### src/rtl/sp_pkg.sv
package sp_pkg;
  localparam int unsigned SP_ADDR_W = 8;
  localparam int unsigned SP_SETS   = 4;
  localparam int unsigned SP_WAYS   = 4;

  function automatic int unsigned sp_log2(input int unsigned n);
    return (n <= 1) ? 1 : $clog2(n);
  endfunction
endpackage

### src/rtl/sp_lru_ages.sv
module sp_lru_ages #(
  parameter int unsigned WAYS = 4,
  parameter int unsigned AW   = 2
) (
  input  logic                     clk,
  input  logic                     rst_n,
  input  logic                     touch_en,
  input  logic [WAYS-1:0]          touch_oh,
  output logic [WAYS-1:0][AW-1:0]  age
);
  logic [AW-1:0] touched_age;

  always_comb begin
    touched_age = '0;
    for (int w = 0; w < WAYS; w++)
      if (touch_oh[w]) touched_age = touched_age | age[w];
  end

  always_ff @(posedge clk) begin
    if (!rst_n) begin
      for (int w = 0; w < WAYS; w++) age[w] <= AW'(w);
    end else if (touch_en) begin
      for (int w = 0; w < WAYS; w++) begin
        if (touch_oh[w])                age[w] <= '0;
        else if (age[w] < touched_age)  age[w] <= age[w] + AW'(1);
      end
    end
  end
endmodule

### src/rtl/sp_victim_pick.sv
module sp_victim_pick #(
  parameter int unsigned WAYS = 4,
  parameter int unsigned AW   = 2
) (
  input  logic [WAYS-1:0]          vld,
  input  logic [WAYS-1:0][AW-1:0]  age,
  output logic [WAYS-1:0]          victim
);
  always_comb begin
    logic found;
    victim = '0;
    found  = 1'b0;
    for (int w = 0; w < WAYS; w++) begin
      if (!vld[w] && !found) begin
        victim[w] = 1'b1;
        found     = 1'b1;
      end
    end
    if (!found) begin
      for (int w = 0; w < WAYS; w++)
        if (age[w] == AW'(WAYS - 1)) victim[w] = 1'b1;
    end
  end
endmodule

### src/rtl/sp_set.sv
module sp_set #(
  parameter int unsigned WAYS  = 4,
  parameter int unsigned TAG_W = 6
) (
  input  logic             clk,
  input  logic             rst_n,
  input  logic             ins_en,
  input  logic [TAG_W-1:0] ins_tag,
  input  logic             rm_en,
  input  logic [TAG_W-1:0] rm_tag,
  input  logic             lk_en,
  input  logic [TAG_W-1:0] lk_tag,
  output logic             lk_hit
);
  localparam int unsigned AW = sp_pkg::sp_log2(WAYS);

  logic [WAYS-1:0][TAG_W-1:0] tags;
  logic [WAYS-1:0]            vld;
  logic [WAYS-1:0]            ins_match, rm_match, lk_match;
  logic [WAYS-1:0]            victim, ins_way, touch_oh;
  logic [WAYS-1:0][AW-1:0]    age;
  logic                       touch_en;

  for (genvar w = 0; w < WAYS; w++) begin : g_cmp
    assign ins_match[w] = vld[w] && (tags[w] == ins_tag);
    assign rm_match[w]  = vld[w] && (tags[w] == rm_tag);
    assign lk_match[w]  = vld[w] && (tags[w] == lk_tag);
  end

  assign ins_way  = (|ins_match) ? ins_match : victim;
  assign lk_hit   = |lk_match;
  // An insert owns the recency update; a same-set lookup hit yields to it.
  assign touch_en = ins_en | (lk_en & lk_hit);
  assign touch_oh = ins_en ? ins_way : lk_match;

  sp_victim_pick #(.WAYS(WAYS), .AW(AW)) u_victim (
    .vld    (vld),
    .age    (age),
    .victim (victim)
  );

  sp_lru_ages #(.WAYS(WAYS), .AW(AW)) u_ages (
    .clk      (clk),
    .rst_n    (rst_n),
    .touch_en (touch_en),
    .touch_oh (touch_oh),
    .age      (age)
  );

  always_ff @(posedge clk) begin
    if (!rst_n) begin
      vld  <= '0;
      tags <= '0;
    end else begin
      for (int w = 0; w < WAYS; w++) begin
        if (ins_en && ins_way[w]) begin
          tags[w] <= ins_tag;
          vld[w]  <= 1'b1;
        end else if (rm_en && rm_match[w]) begin
          vld[w]  <= 1'b0;
        end
      end
    end
  end
endmodule

### src/rtl/supplier_pred.sv
module supplier_pred #(
  parameter int unsigned ADDR_W = sp_pkg::SP_ADDR_W,
  parameter int unsigned SETS   = sp_pkg::SP_SETS,
  parameter int unsigned WAYS   = sp_pkg::SP_WAYS
) (
  input  logic              clk,
  input  logic              rst_n,
  input  logic              ins_valid,
  input  logic [ADDR_W-1:0] ins_addr,
  input  logic              rm_valid,
  input  logic [ADDR_W-1:0] rm_addr,
  input  logic              lk_valid,
  input  logic [ADDR_W-1:0] lk_addr,
  output logic              lk_ready,
  output logic              rsp_valid,
  input  logic              rsp_ready,
  output logic              rsp_hit
);
  localparam int unsigned IDX_W = $clog2(SETS);
  localparam int unsigned TAG_W = ADDR_W - IDX_W;

  logic [IDX_W-1:0] ins_idx, rm_idx, lk_idx;
  logic [TAG_W-1:0] ins_tag, rm_tag, lk_tag;
  logic             same_line, ins_eff, lk_fire;
  logic [SETS-1:0]  set_hit;

  assign ins_idx = ins_addr[IDX_W-1:0];
  assign rm_idx  = rm_addr[IDX_W-1:0];
  assign lk_idx  = lk_addr[IDX_W-1:0];
  assign ins_tag = ins_addr[ADDR_W-1:IDX_W];
  assign rm_tag  = rm_addr[ADDR_W-1:IDX_W];
  assign lk_tag  = lk_addr[ADDR_W-1:IDX_W];

  // Removal wins over a same-cycle insert of the same line.
  assign same_line = ins_valid && rm_valid && (ins_addr == rm_addr);
  assign ins_eff   = ins_valid && !same_line;

  assign lk_ready = !rsp_valid || rsp_ready;
  assign lk_fire  = lk_valid && lk_ready;

  for (genvar s = 0; s < SETS; s++) begin : g_set
    sp_set #(.WAYS(WAYS), .TAG_W(TAG_W)) u_set (
      .clk     (clk),
      .rst_n   (rst_n),
      .ins_en  (ins_eff && (ins_idx == IDX_W'(s))),
      .ins_tag (ins_tag),
      .rm_en   (rm_valid && (rm_idx == IDX_W'(s))),
      .rm_tag  (rm_tag),
      .lk_en   (lk_fire && (lk_idx == IDX_W'(s))),
      .lk_tag  (lk_tag),
      .lk_hit  (set_hit[s])
    );
  end

  always_ff @(posedge clk) begin
    if (!rst_n) begin
      rsp_valid <= 1'b0;
      rsp_hit   <= 1'b0;
    end else if (lk_fire) begin
      rsp_valid <= 1'b1;
      rsp_hit   <= set_hit[lk_idx];
    end else if (rsp_ready) begin
      rsp_valid <= 1'b0;
    end
  end
endmodule

### config.mk
export PLATFORM = sky130hd
export DESIGN_NAME = supplier_pred
export DESIGN_NICKNAME = d
export VERILOG_FILES = /design/src/rtl/sp_pkg.sv /design/src/rtl/sp_lru_ages.sv /design/src/rtl/sp_victim_pick.sv /design/src/rtl/sp_set.sv /design/src/rtl/supplier_pred.sv
export SDC_FILE = /design/constraint.sdc
export NUM_CORES = 1
export LEC_CHECK = 0
export BUFFER_PORTS_ARGS = -buffer_cell sky130_fd_sc_hd__buf_2
export CAP_MARGIN = 10
export CORE_ASPECT_RATIO = 1.4
export CORE_MARGIN = 2
export CORE_UTILIZATION = 65
export CTS_CLUSTER_DIAMETER = 150
export CTS_CLUSTER_SIZE = 24
export DETAILED_ROUTE_END_ITERATION = 6
export PLACE_DENSITY = 0.82
export REMOVE_ABC_BUFFERS = 1
export SYNTH_ARGS = -nofsm -noshare
export SYNTH_HDL_FRONTEND = slang
export SYNTH_SLANG_ARGS = --single-unit
### constraint.sdc
create_clock -name clk -period 9.9 [get_ports clk]
set_input_delay 1.485 -clock clk [delete_from_list [all_inputs] [get_ports clk]]
set_output_delay 1.485 -clock clk [all_outputs]
set_load 0.01 [all_outputs]
==> results of run 1 <==
[cell usage after synthesis, types with 6 or more instances]
master | instances | share of area, %
nand3_1 | 61 | 2.7
and2_1 | 7 | 0.39
o21ai_0 | 30 | 1.3
o21a_1 | 12 | 0.80
or2_2 | 6 | 0.34
o211ai_1 | 11 | 0.74
buf_6 | 9 | 0.91
nor4_1 | 27 | 1.5
mux2i_1 | 54 | 4.8
nor2b_1 | 8 | 0.45
or4_1 | 9 | 0.60
o41ai_1 | 14 | 1.1
a211oi_1 | 7 | 0.47
buf_2 | 23 | 1.0
o22ai_1 | 7 | 0.39
clkbuf_1 | 32 | 1.1
or2_1 | 6 | 0.34
a31oi_1 | 12 | 0.67
a21oi_1 | 99 | 4.4
nor2_1 | 92 | 3.1
inv_1 | 33 | 1.1
buf_1 | 6 | 0.20
nor3_1 | 12 | 0.54
buf_4 | 9 | 0.60
dfxtp_1 | 146 | 26
nand4_1 | 51 | 2.9
ha_1 | 32 | 3.6
nand3b_1 | 6 | 0.40
xnor2_1 | 170 | 13
xor2_1 | 124 | 9.7
nand2_1 | 106 | 3.6
and3_1 | 8 | 0.45
[layout make-up]
class,count,area (um^2),area share (%)
clock buffers,18,439,3.73
repair buffers,40,220,1.87
clock inverters,14,145,1.23
multi-input cells,1082,7670,65.1
well taps,203,254,2.16
flip-flops and latches,146,2920,24.8
inverters,34,130,1.10
[worst register-to-register path, cell delays in order (launching register included)]
cell	delay [ns]
dfxtp_1	0.43
xnor2_1	0.17
nand4_1	0.13
nor4_1	0.53
o32ai_2	0.31
nand2_1	0.28
nand2_1	0.16
a222oi_1	0.25
a21boi_0	0.47
ha_1	0.34
nor3_1	0.07
a21oi_1	0.17
or4b_1	0.45
o211ai_1	0.10
[layout by cell type, fill, tap and decap left out, types with 5 or more instances in the layout]
cell type / n
o41ai_1: 14
and2_1: 7
buf_4: 8
mux2i_1: 54
o31ai_1: 5
a21oi_1: 99
buf_2: 32
or2_1: 6
nor2b_1: 8
nor3_1: 12
a31oi_1: 12
or4_1: 9
nand3_1: 61
dfxtp_1: 146
nor4_1: 27
o22ai_1: 7
and3_1: 8
or2_2: 6
nor3b_1: 5
o211ai_1: 11
a211oi_1: 7
xor2_1: 124
nor2_1: 92
clkbuf_16: 17
inv_6: 5
o21ai_0: 30
xnor2_1: 170
nand4_1: 51
o21a_1: 12
inv_1: 33
nand3b_1: 6
ha_1: 32
nand2_1: 106
[through the flow]
step	power [mW]	setup WS, ns	utilization [%]	hold WS, ns
after global routing	1.56	4.29	70.1	0.540
after detailed placement	0.867	4.22	66.6	0.510
after global placement	0.860	4.35	66.6	0.499
final	1.52	4.52	70.1	0.513
after floorplan	0.778	5.23	-	0.469
after CTS	1.51	4.61	70.1	0.519
[power breakdown]
part	total (mW)	leakage, nW	internal [mW]	switching (mW)
Clock	0.656	0.284	0.361	0.295
Sequential	0.614	1.18	0.598	0.0161
Combinational	0.247	2.98	0.0920	0.155
Total	1.52	4.45	1.05	0.466
[final timing paths]
kind	start	endpoint	slack (ns)	cells after the start
hold / removal	g_set[2].u_set.u_ages.age[1]	g_set[2].u_set.u_ages.age[1]	0.51	2
hold reg to reg	g_set[2].u_set.u_ages.age[1]	g_set[2].u_set.u_ages.age[1]	0.51	2
setup / recovery	ins_addr[4]	g_set[3].u_set.u_ages.age[1]	4.52	13
setup reg to reg	g_set[3].u_set.tags[21]	g_set[3].u_set.u_ages.age[1]	5.95	13
[sequential cells by signal (all words and copies together) (netlist names)]
signal,flops
g_set.u_set.tags,96
g_set.u_set.u_ages.age,32
g_set.u_set.vld,16
rsp_hit,1
rsp_valid,1
[cells by family (layout without fill, tap and decap cells)]
logic type / count (synthesis) / after routing / share of synthesized area [%]
AND/OR/NAND/NOR: 431 / 431 / 19.9
XOR/XNOR: 296 / 296 / 23.3
AO/OA/AOI/OAI: 268 / 268 / 16.8
flip-flops: 146 / 146 / 26.1
buffers and inverters: 116 / 106 / 5.35
multiplexers: 55 / 55 / 4.93
adder cells (fa/ha/maj): 32 / 32 / 3.58
[routing by layer]
layer / vias to the layer above / global-route usage (%) / share of wire [%]
met3: 141 / 6.09 / 6.8
met5: - / 0 / 0
met1: 4847 / 40.6 / 40
met2: 430 / 56.6 / 48
met4: 0 / 19.4 / 5.5
li1: 4760 / - / -
==> impl_metrics.ini, run 1 <==
[sta]
final_max_slew_viol_count = 0
min_period_ns = 5.38
rsz0062_at_grt = false
clock_skew_ns = 0.0101
fin_crit_sh_pct = 54.3
finalHoldViolations = 0
relSlewSlack_pct = 30.3
setup_violations = 0
fmax_mhz = 186
fin_setup_tns_ns = 0
worst_slew_pin_slew_ns = 1.05

[yosys]
syn_inst = 1344
ys_seq_area_share_pct = 26.1
ys_types = 89
synth-async-reset-ratio_pct = 0
netlist_area_um2 = 11200
synth-seq-cells = 146
avgSynthCellArea_um2 = 8.33
synth_edf_count = 0
ys_warn_count = 0
ys.flop_type = dfxtp_1

[detailed_routing]
avgRoutedWirePerCell_um = 19.9
antenna_left = 0
drt_wl_total_um = 30600
drtIter0Drc = 816
firstDrtPassIters = 5
vias = 10178
drc = 0
viasPerCell = 6.62

[clocking]
clk_path_buf_depth = 2
cts_sinks = 146
cts_resized = 0
cts_tree = done
numCtsBuffers = 17
insertion_delay_ns = 0.45
htreeDepth = 4
root_buffer = clkbuf_16
cts_hold_repair.buffers = 0
post_cts_buffers = 0
clk_pin_slew_ns = 0.06

[finish]
layout.cells.non_filler = 1537
n_fill_cell = 1308
drive_gt1_share_pct = 8.17
area_growth_pct = 5.27
diodes = 0
stdcell_area_um2 = 11800
finalNetCount = 1383

[outcome]
status = finished, final reports clean

[critical_path]
path_buf_inv = 1
start_kind = primary input
crit_type = primary input to flop
endpoint_kind = flop
cp.arrival_ns = 5.74
critPathRequiredTime_ns = 10.26
slowest_delay_ns = 0.78
path_max_fanout = 33
crit_family = compound AO/OA/AOI/OAI gates
critical_path.cell_chain = buf_2 -> xnor2_2 -> nand4_2 -> o31a_1 -> or2_1 -> o21a_1 -> a222oi_1 -> a21boi_0 -> ha_1 -> nor3_1 -> a21oi_1 -> or4b_1 -> o211ai_1
slowest_stage = buf_2

[placement]
place_congestion = 0.875
dp_hpwl_um = 19600
io_buffers = 32
placed_cell_area_um2 = 11200
dp.cells = 1505

[power]
p_leak_nw = 4.45
power_density_nw_per_um2 = 129
peakVddDrop_mv = 0.131

[grt]
grt_pass1_vias = 10116
antenna_found_initial = 0
grt_first_pass_wirelength_um = 50000
grt_use_total_pct = 34.0
grt_max_degree = 89
grt.overflow.total = 0

[min_path]
hold_class = flop to flop

[die]
coreArea_um2 = 16800
row_count = 56
die_w_um = 115
die_area_um2 = 18300
die_h_um = 159
io_pins = 33
start_util_pct = 66.6

[run]
cap_violations = 0
(Power assumes the default switching activity.)
==> inputs of run 2 (changes only) <==
--- a/config.mk
+++ b/config.mk
@@ -5,15 +5,16 @@
 export SDC_FILE = /design/constraint.sdc
 export NUM_CORES = 1
 export LEC_CHECK = 0
+export ABC_AREA = 1
 export BUFFER_PORTS_ARGS = -buffer_cell sky130_fd_sc_hd__buf_2
 export CAP_MARGIN = 10
 export CORE_ASPECT_RATIO = 1.4
 export CORE_MARGIN = 2
-export CORE_UTILIZATION = 65
+export CORE_UTILIZATION = 58
 export CTS_CLUSTER_DIAMETER = 150
 export CTS_CLUSTER_SIZE = 24
 export DETAILED_ROUTE_END_ITERATION = 6
-export PLACE_DENSITY = 0.82
+export PLACE_DENSITY = 0.77
 export REMOVE_ABC_BUFFERS = 1
 export SYNTH_ARGS = -nofsm -noshare
 export SYNTH_HDL_FRONTEND = slang
==> constraint.sdc (replaced) <==
create_clock -name clk -period 4.9 [get_ports clk]
set_input_delay 0.735 -clock clk [delete_from_list [all_inputs] [get_ports clk]]
set_output_delay 0.735 -clock clk [all_outputs]
set_load 0.01 [all_outputs]
==> run 2 against run 1 <==
  * Count of clock-buffer cells in the layout rose by 3
  * Worst setup slack worse by 3.4 ns
  * Non-clock buffer count rose by 9
  * Critical path type unchanged
  * Final cell count up 30%
  * Clock power increased by 98%
  * Global-route usage rose by 1.9 points
  * Core utilization fell by 7.4 points
  * Hold slack lost 0.048 ns
  * Register-to-register slack worse by 4.2 ns
  * Via count up 17%
==> impl_metrics.ini, run 2 <==
[detailed_routing]
avgRoutedWirePerCell_um = 18.4
firstDrtPassIters = 6
vias = 11941
drtIter0Drc = 1136
drt_wl_total_um = 36700
antenna_left = 0
viasPerCell = 5.98
drc = 0

[critical_path]
critical_path_depth = 22
critical_path.cell_chain = buf_2 -> buf_4 -> nand2_1 -> nand2_1 -> inv_1 -> nand3_1 -> nor2_2 -> nand2_4 -> nand2_8 -> nor2_8 -> nand3_1 -> nand2_1 -> inv_1 -> a32o_1 -> a221oi_1 -> ha_1 -> o21ai_1 -> nand2_1 -> nand2_2 -> nand2_1 -> nand2_1 -> nand3_1
path_buf_inv = 4
critPathRequiredTime_ns = 5.17
start_kind = primary input
crit_family = simple AND/OR/NAND/NOR gates
slowest_delay_ns = 0.55
path_common_cell = nand2_1
crit_type = primary input to flop
slowest_stage = a221oi_1
cp.arrival_ns = 4.04
ff2ff_path_depth = 19
path_max_fanout = 23
endpoint_kind = flop

[placement]
place_congestion = 0.954
preCtsSetupSlack_ns = 0.721
dp_hpwl_um = 24400
io_buffers = 32

[power]
internal_power_mw = 2.13
p_leak_nw = 5.20
switching_power_mw = 0.954
pwr-share-clk_pct = 42.0
peakVddDrop_mv = 0.239
combPwrFrac_pct = 17.4
p_seq_share_pct = 40.5
power_density_nw_per_um2 = 255
netSwitchingFraction_pct = 30.9

[clocking]
clk_pin_slew_ns = 0.06
numCtsBuffers = 17
insertion_delay_ns = 0.43
cts_tree = done
root_buffer = clkbuf_16
clk_path_buf_depth = 2
htreeDepth = 4
post_cts_buffers = 0
cts_resized = 0
cts_sinks = 146
cts_hold_repair.buffers = 0

[yosys]
avgSynthCellArea_um2 = 6.52
ys.flop_type = dfxtp_1
netlist_area_um2 = 11400
synth_compound_area_share_pct = 18.7
ys_seq_area_share_pct = 25.6
ys_warn_count = 0
synth.area.top_cells = dfxtp_1 (26%), nand2_1 (14%), a21oi_1 (6.7%), inv_1 (5.9%), o21ai_0 (5.4%)
synth-seq-cells = 146
ys_types = 45
synth_simple_gate_area_share_pct = 31.2
synth_top_family_by_area = simple AND/OR/NAND/NOR gates
synth_top_cell_area_share_pct = 25.6
synthXorXnorAreaFrac_pct = 9.96
synth_fa_ha_area_share_pct = 3.51
yosysTopAreaCell = dfxtp_1
muxShareOfSynthArea_pct = 0
synth.most_common_cell = nand2_1
synth_edf_count = 0
synth-async-reset-ratio_pct = 0
syn_inst = 1751
synthTopCellsByCount = nand2_1 (431), inv_1 (178), a21oi_1 (153)

[die]
coreArea_um2 = 19300
die_h_um = 170
die_w_um = 123
io_pins = 33
row_count = 60
die_area_um2 = 20800
start_util_pct = 59.2

[run]
cap_violations = 0

[min_path]
hold_class = flop to flop
min_path_cells = 2

[sta]
clock_skew_ns = 0.00868
min_period_ns = 3.77
fmax_mhz = 265
fin_setup_tns_ns = 0
worst_slew_pin_slew_ns = 1.10
setup_violations = 0
relSlewSlack_pct = 26.9
fin_hold_ws_ns = 0.465
final_max_slew_viol_count = 0
fin_crit_sh_pct = 77.0
rsz0062_at_grt = false
fin_ws_ns = 1.13
finalHoldViolations = 0

[finish]
largest_register = g_set.u_set.tags
largest_reg_flops = 96
n_fill_cell = 1775
reg_top3 = g_set.u_set.tags x96, g_set.u_set.u_ages.age x32, g_set.u_set.vld x16
layout_common_cells = nand2_1 (431), inv_1 (178), a21oi_1 (153), dfxtp_1 (146), o21ai_0 (124)
diodes = 0
drive_gt1_share_pct = 9.44
final_common_cell = nand2_1
area_growth_pct = 6.00
finalNetCount = 1797

[grt]
grt_max_degree = 105
grt_first_pass_wirelength_um = 58200
grt_pass1_vias = 11296
antenna_found_initial = 0
grt_use_total_pct = 35.9
grt.overflow.total = 0

[outcome]
status = finished, final reports clean
[run 2: changes by cell type in the layout (fill, tap and decap cells not counted), moves of 54 or more]
cell / delta
xor2_1: -65
o21ai_0: +94
mux2i_1: -54
xnor2_1: -101
inv_1: +145
a21oi_1: +54
nand2_1: +325
[run 2: power groups by stage]
stage | registers (mW) | logic (mW) | clock network [mW]
after floorplan | 1.26 | 0.321 | 0
after global placement | 1.27 | 0.510 | 0
after detailed placement | 1.27 | 0.520 | 0
after CTS | 1.25 | 0.523 | 1.30
after global routing | 1.25 | 0.589 | 1.35
final | 1.25 | 0.538 | 1.30
[run 2: worst paths after layout]
path,startpoint,endpoint,slack (ns)
setup / recovery,ins_addr[7],g_set[0].u_set.u_ages.age[7],1.13
hold / removal,g_set[0].u_set.vld[3],g_set[0].u_set.vld[3],0.47
setup reg to reg,g_set[3].u_set.tags[14],g_set[3].u_set.u_ages.age[6],1.77
hold reg to reg,g_set[0].u_set.vld[3],g_set[0].u_set.vld[3],0.47
[run 2: worst reg2reg max path, cell delays in order (launching register included)]
cell and delay (ns):
dfxtp_1 0.44, inv_1 0.08, nand2_1 0.06, nand2_1 0.05
nor2_1 0.08, nand2_1 0.08, nor2_1 0.26, nor2_2 0.12
nand3b_1 0.12, nand3_1 0.09, nand2_1 0.12, inv_1 0.06
a221oi_1 0.59, ha_1 0.36, o21ai_1 0.08, nand2_1 0.06
nand2_1 0.09, nand2_1 0.07, nand2_1 0.09, nand3_1 0.06
[run 2: area by class of cell]
class	count	area (um^2)	area share [%]
clock inverter	11	103	0.848
timing repair buffer	49	303	2.50
inverter	196	748	6.18
multi-input combinational	1325	7240	59.9
tap	248	310	2.56
clock buffer	21	470	3.89
sequential	146	2920	24.2
[run 2: cells by family (layout without fill, tap and decap cells)]
logic type | after synthesis | count (layout)
DFF | 146 | 146
and+or+nand+nor | 781 | 781
AOI/OAI and AO/OA | 383 | 383
xor gates and xnor gates | 129 | 129
buffers and inverters | 280 | 277
adders and majority gates | 32 | 32
[run 2: routing by layer]
layer  track usage, %  vias up  routed length, um
li1                 -     5732                  -
met1             41.9     5341              13600
met2             59.4      663              16700
met3             7.21      205               3730
met4             22.6        0               2650
met5                0        -                  0
[run 2: per-stage QoR]
step           utilization, %  instances  area, um^2  total power [mW]
2_1_floorplan               -       1667       10900              1.59
3_3_place_gp             59.7       1964       11500              1.78
3_5_place_dp             59.7       1964       11500              1.79
4_1_cts                  62.7       1996       12100              3.07
5_1_grt                  62.7       1996       12100              3.19
6_report                 62.7       1996       12100              3.08
==> inputs of run 3 (changes only) <==
--- a/config.mk
+++ b/config.mk
@@ -10,11 +10,11 @@
 export CAP_MARGIN = 10
 export CORE_ASPECT_RATIO = 1.4
 export CORE_MARGIN = 2
-export CORE_UTILIZATION = 58
+export CORE_UTILIZATION = 64
 export CTS_CLUSTER_DIAMETER = 150
 export CTS_CLUSTER_SIZE = 24
 export DETAILED_ROUTE_END_ITERATION = 6
-export PLACE_DENSITY = 0.77
+export PLACE_DENSITY = 0.81
 export REMOVE_ABC_BUFFERS = 1
 export SYNTH_ARGS = -nofsm -noshare
 export SYNTH_HDL_FRONTEND = slang
==> constraint.sdc (replaced) <==
create_clock -name clk -period 3.8 [get_ports clk]
set_input_delay 0.57 -clock clk [delete_from_list [all_inputs] [get_ports clk]]
set_output_delay 0.57 -clock clk [all_outputs]
set_load 0.01 [all_outputs]
==> run 3 against run 2 <==
  * Sequential power grew 29%
  * Sequential share of layout area shrank 0.52 points
  * Highest routed layer unchanged
  * Combinational power grew 35%
  * Hold slack lost 0.017 ns
  * Largest power group unchanged
==> impl_metrics.ini, run 3 (synthesized netlist as in run 2, its figures left out) <==
[clocking]
cts_tree = done
clk_path_buf_depth = 2
clk_pin_slew_ns = 0.06
insertion_delay_ns = 0.44
root_buffer = clkbuf_16
cts_sinks = 146
numCtsBuffers = 17
post_cts_buffers = 0
htreeDepth = 4
cts_hold_repair.buffers = 0
cts_resized = 0

[critical_path]
critical_path.cell_chain = buf_2 -> inv_2 -> nand2_1 -> nand2_1 -> nor2_1 -> nand2_1 -> nor2_1 -> nor2_2 -> nand3_1 -> nand3_1 -> nand2_1 -> inv_1 -> a221oi_1 -> buf_4 -> ha_1 -> o21ai_1 -> nand2_1 -> nand2_1 -> nand2_1 -> nand2_1 -> nand3_1
start_kind = primary input
path_max_fanout = 14
reg2reg_slack_ns = 0.89
critPathRequiredTime_ns = 4.10
cp.arrival_ns = 3.42
slowest_stage = a221oi_1
crit_family = simple AND/OR/NAND/NOR gates
slowest_delay_ns = 0.35
endpoint_kind = flop
path_common_cell = nand2_1
path_buf_inv = 4
crit_type = primary input to flop

[sta]
fin_setup_tns_ns = 0
rsz0062_at_grt = false
fin_ws_ns = 0.680
fmax_mhz = 321
clock_skew_ns = 0.00686
min_period_ns = 3.12
relSlewSlack_pct = 32.3
worst_slew_pin_slew_ns = 1.01
fin_crit_sh_pct = 82.1
setup_violations = 0
finalHoldViolations = 0
fin_hold_ws_ns = 0.448
final_max_slew_viol_count = 0

[power]
p_seq_share_pct = 38.6
netSwitchingFraction_pct = 29.3
power_density_nw_per_um2 = 337
internal_power_mw = 2.95
power_mw = 4.17
combPwrFrac_pct = 17.4
peakVddDrop_mv = 0.255
switching_power_mw = 1.22
pwr-share-clk_pct = 44.0
p_leak_nw = 5.36

[grt]
grt_pass1_vias = 11476
grt.overflow.total = 0
grt_first_pass_wirelength_um = 57900
antenna_found_initial = 0
grt_max_degree = 70
grt_use_total_pct = 39.6

[finish]
final_common_cell = nand2_1
diodes = 0
largest_reg_flops = 96
drive_gt1_share_pct = 10.7
reg_top3 = g_set.u_set.tags x96, g_set.u_set.u_ages.age x32, g_set.u_set.vld x16
post-route-util_pct = 71.1
stdcell_area_um2 = 12400
layout_common_cells = nand2_1 (431), inv_1 (178), a21oi_1 (153), dfxtp_1 (146), o21ai_0 (124)
largest_register = g_set.u_set.tags
layout.cells.non_filler = 2010
area_growth_pct = 8.33
finalNetCount = 1823

[detailed_routing]
drc = 0
firstDrtPassIters = 7
antenna_left = 0
avgRoutedWirePerCell_um = 18.6
drt_wl_total_um = 37400
viasPerCell = 6.07
vias = 12202
drtIter0Drc = 1349

[die]
row_count = 57
io_pins = 33
die_h_um = 162
coreArea_um2 = 17400
start_util_pct = 65.6
die_w_um = 117
die_area_um2 = 18900

[placement]
io_buffers = 32
dp.cells = 1978
place_congestion = 0.986
placed_cell_area_um2 = 11700
preCtsSetupSlack_ns = 0.255
dp_hpwl_um = 25700

[min_path]
hold_class = primary input to flop

[run]
cap_violations = 0

[outcome]
status = finished, final reports clean
-- run 3: cell types whose count changed in the layout (fill, tap and decap cells not counted), sizes merged --
| cell | change |
|---|---|
| bufinv | +2 |
| clkinvlp | -1 |
| inv | -2 |
| buf | +26 |
| clkbuf | +4 |
| clkinv | -3 |
-- run 3: worst register-to-register path, cell delays in order (launching register included) --
cell and delay [ns]:
dfxtp_1 0.41, inv_1 0.13, a21oi_1 0.16, nand3_1 0.10
nor2_1 0.28, nor2_2 0.11, nand3_1 0.10, nand3_1 0.10
nand2_1 0.15, inv_1 0.05, a221oi_1 0.35, buf_4 0.19
ha_1 0.22, o21ai_1 0.07, nand2_1 0.06, nand2_1 0.11
nand2_1 0.06, nand2_1 0.06, nand3_1 0.06
-- run 3: final timing paths --
path,from,to,cells after the start
max reg2reg,g_set[3].u_set.vld[2],g_set[3].u_set.u_ages.age[2],18
min,lk_valid,rsp_valid,3
min reg2reg,g_set[0].u_set.vld[3],g_set[0].u_set.vld[3],2
max,ins_addr[2],g_set[3].u_set.u_ages.age[2],21
-- run 3: layout make-up --
cell class	count	area, um^2
clock buffer	25	515
multi-input combinational	1325	7240
tap	236	295
inverter	196	748
timing repair buffer	75	523
sequential	146	2920
clock inverter	7	119
fill	1562	5040
-- run 3: metal layers --
layer	wire length, um	up-vias	part of all wire, %	GRT usage [%]
met5	0	-	0	0
met4	2900	0	7.8	25.4
met3	4010	224	11	7.84
met2	16800	719	45	63.7
met1	13600	5465	36	47.6
li1	-	5794	-	-
-- run 3: power groups by stage --
stage                     combinational (mW)  sequential, mW  clock (mW)
after CTS                              0.705            1.61        1.83
final                                  0.728            1.61        1.83
after floorplan                        0.413            1.63           0
after global placement                 0.686            1.64           0
after global routing                   0.793            1.61        1.89
after detailed placement               0.699            1.64           0
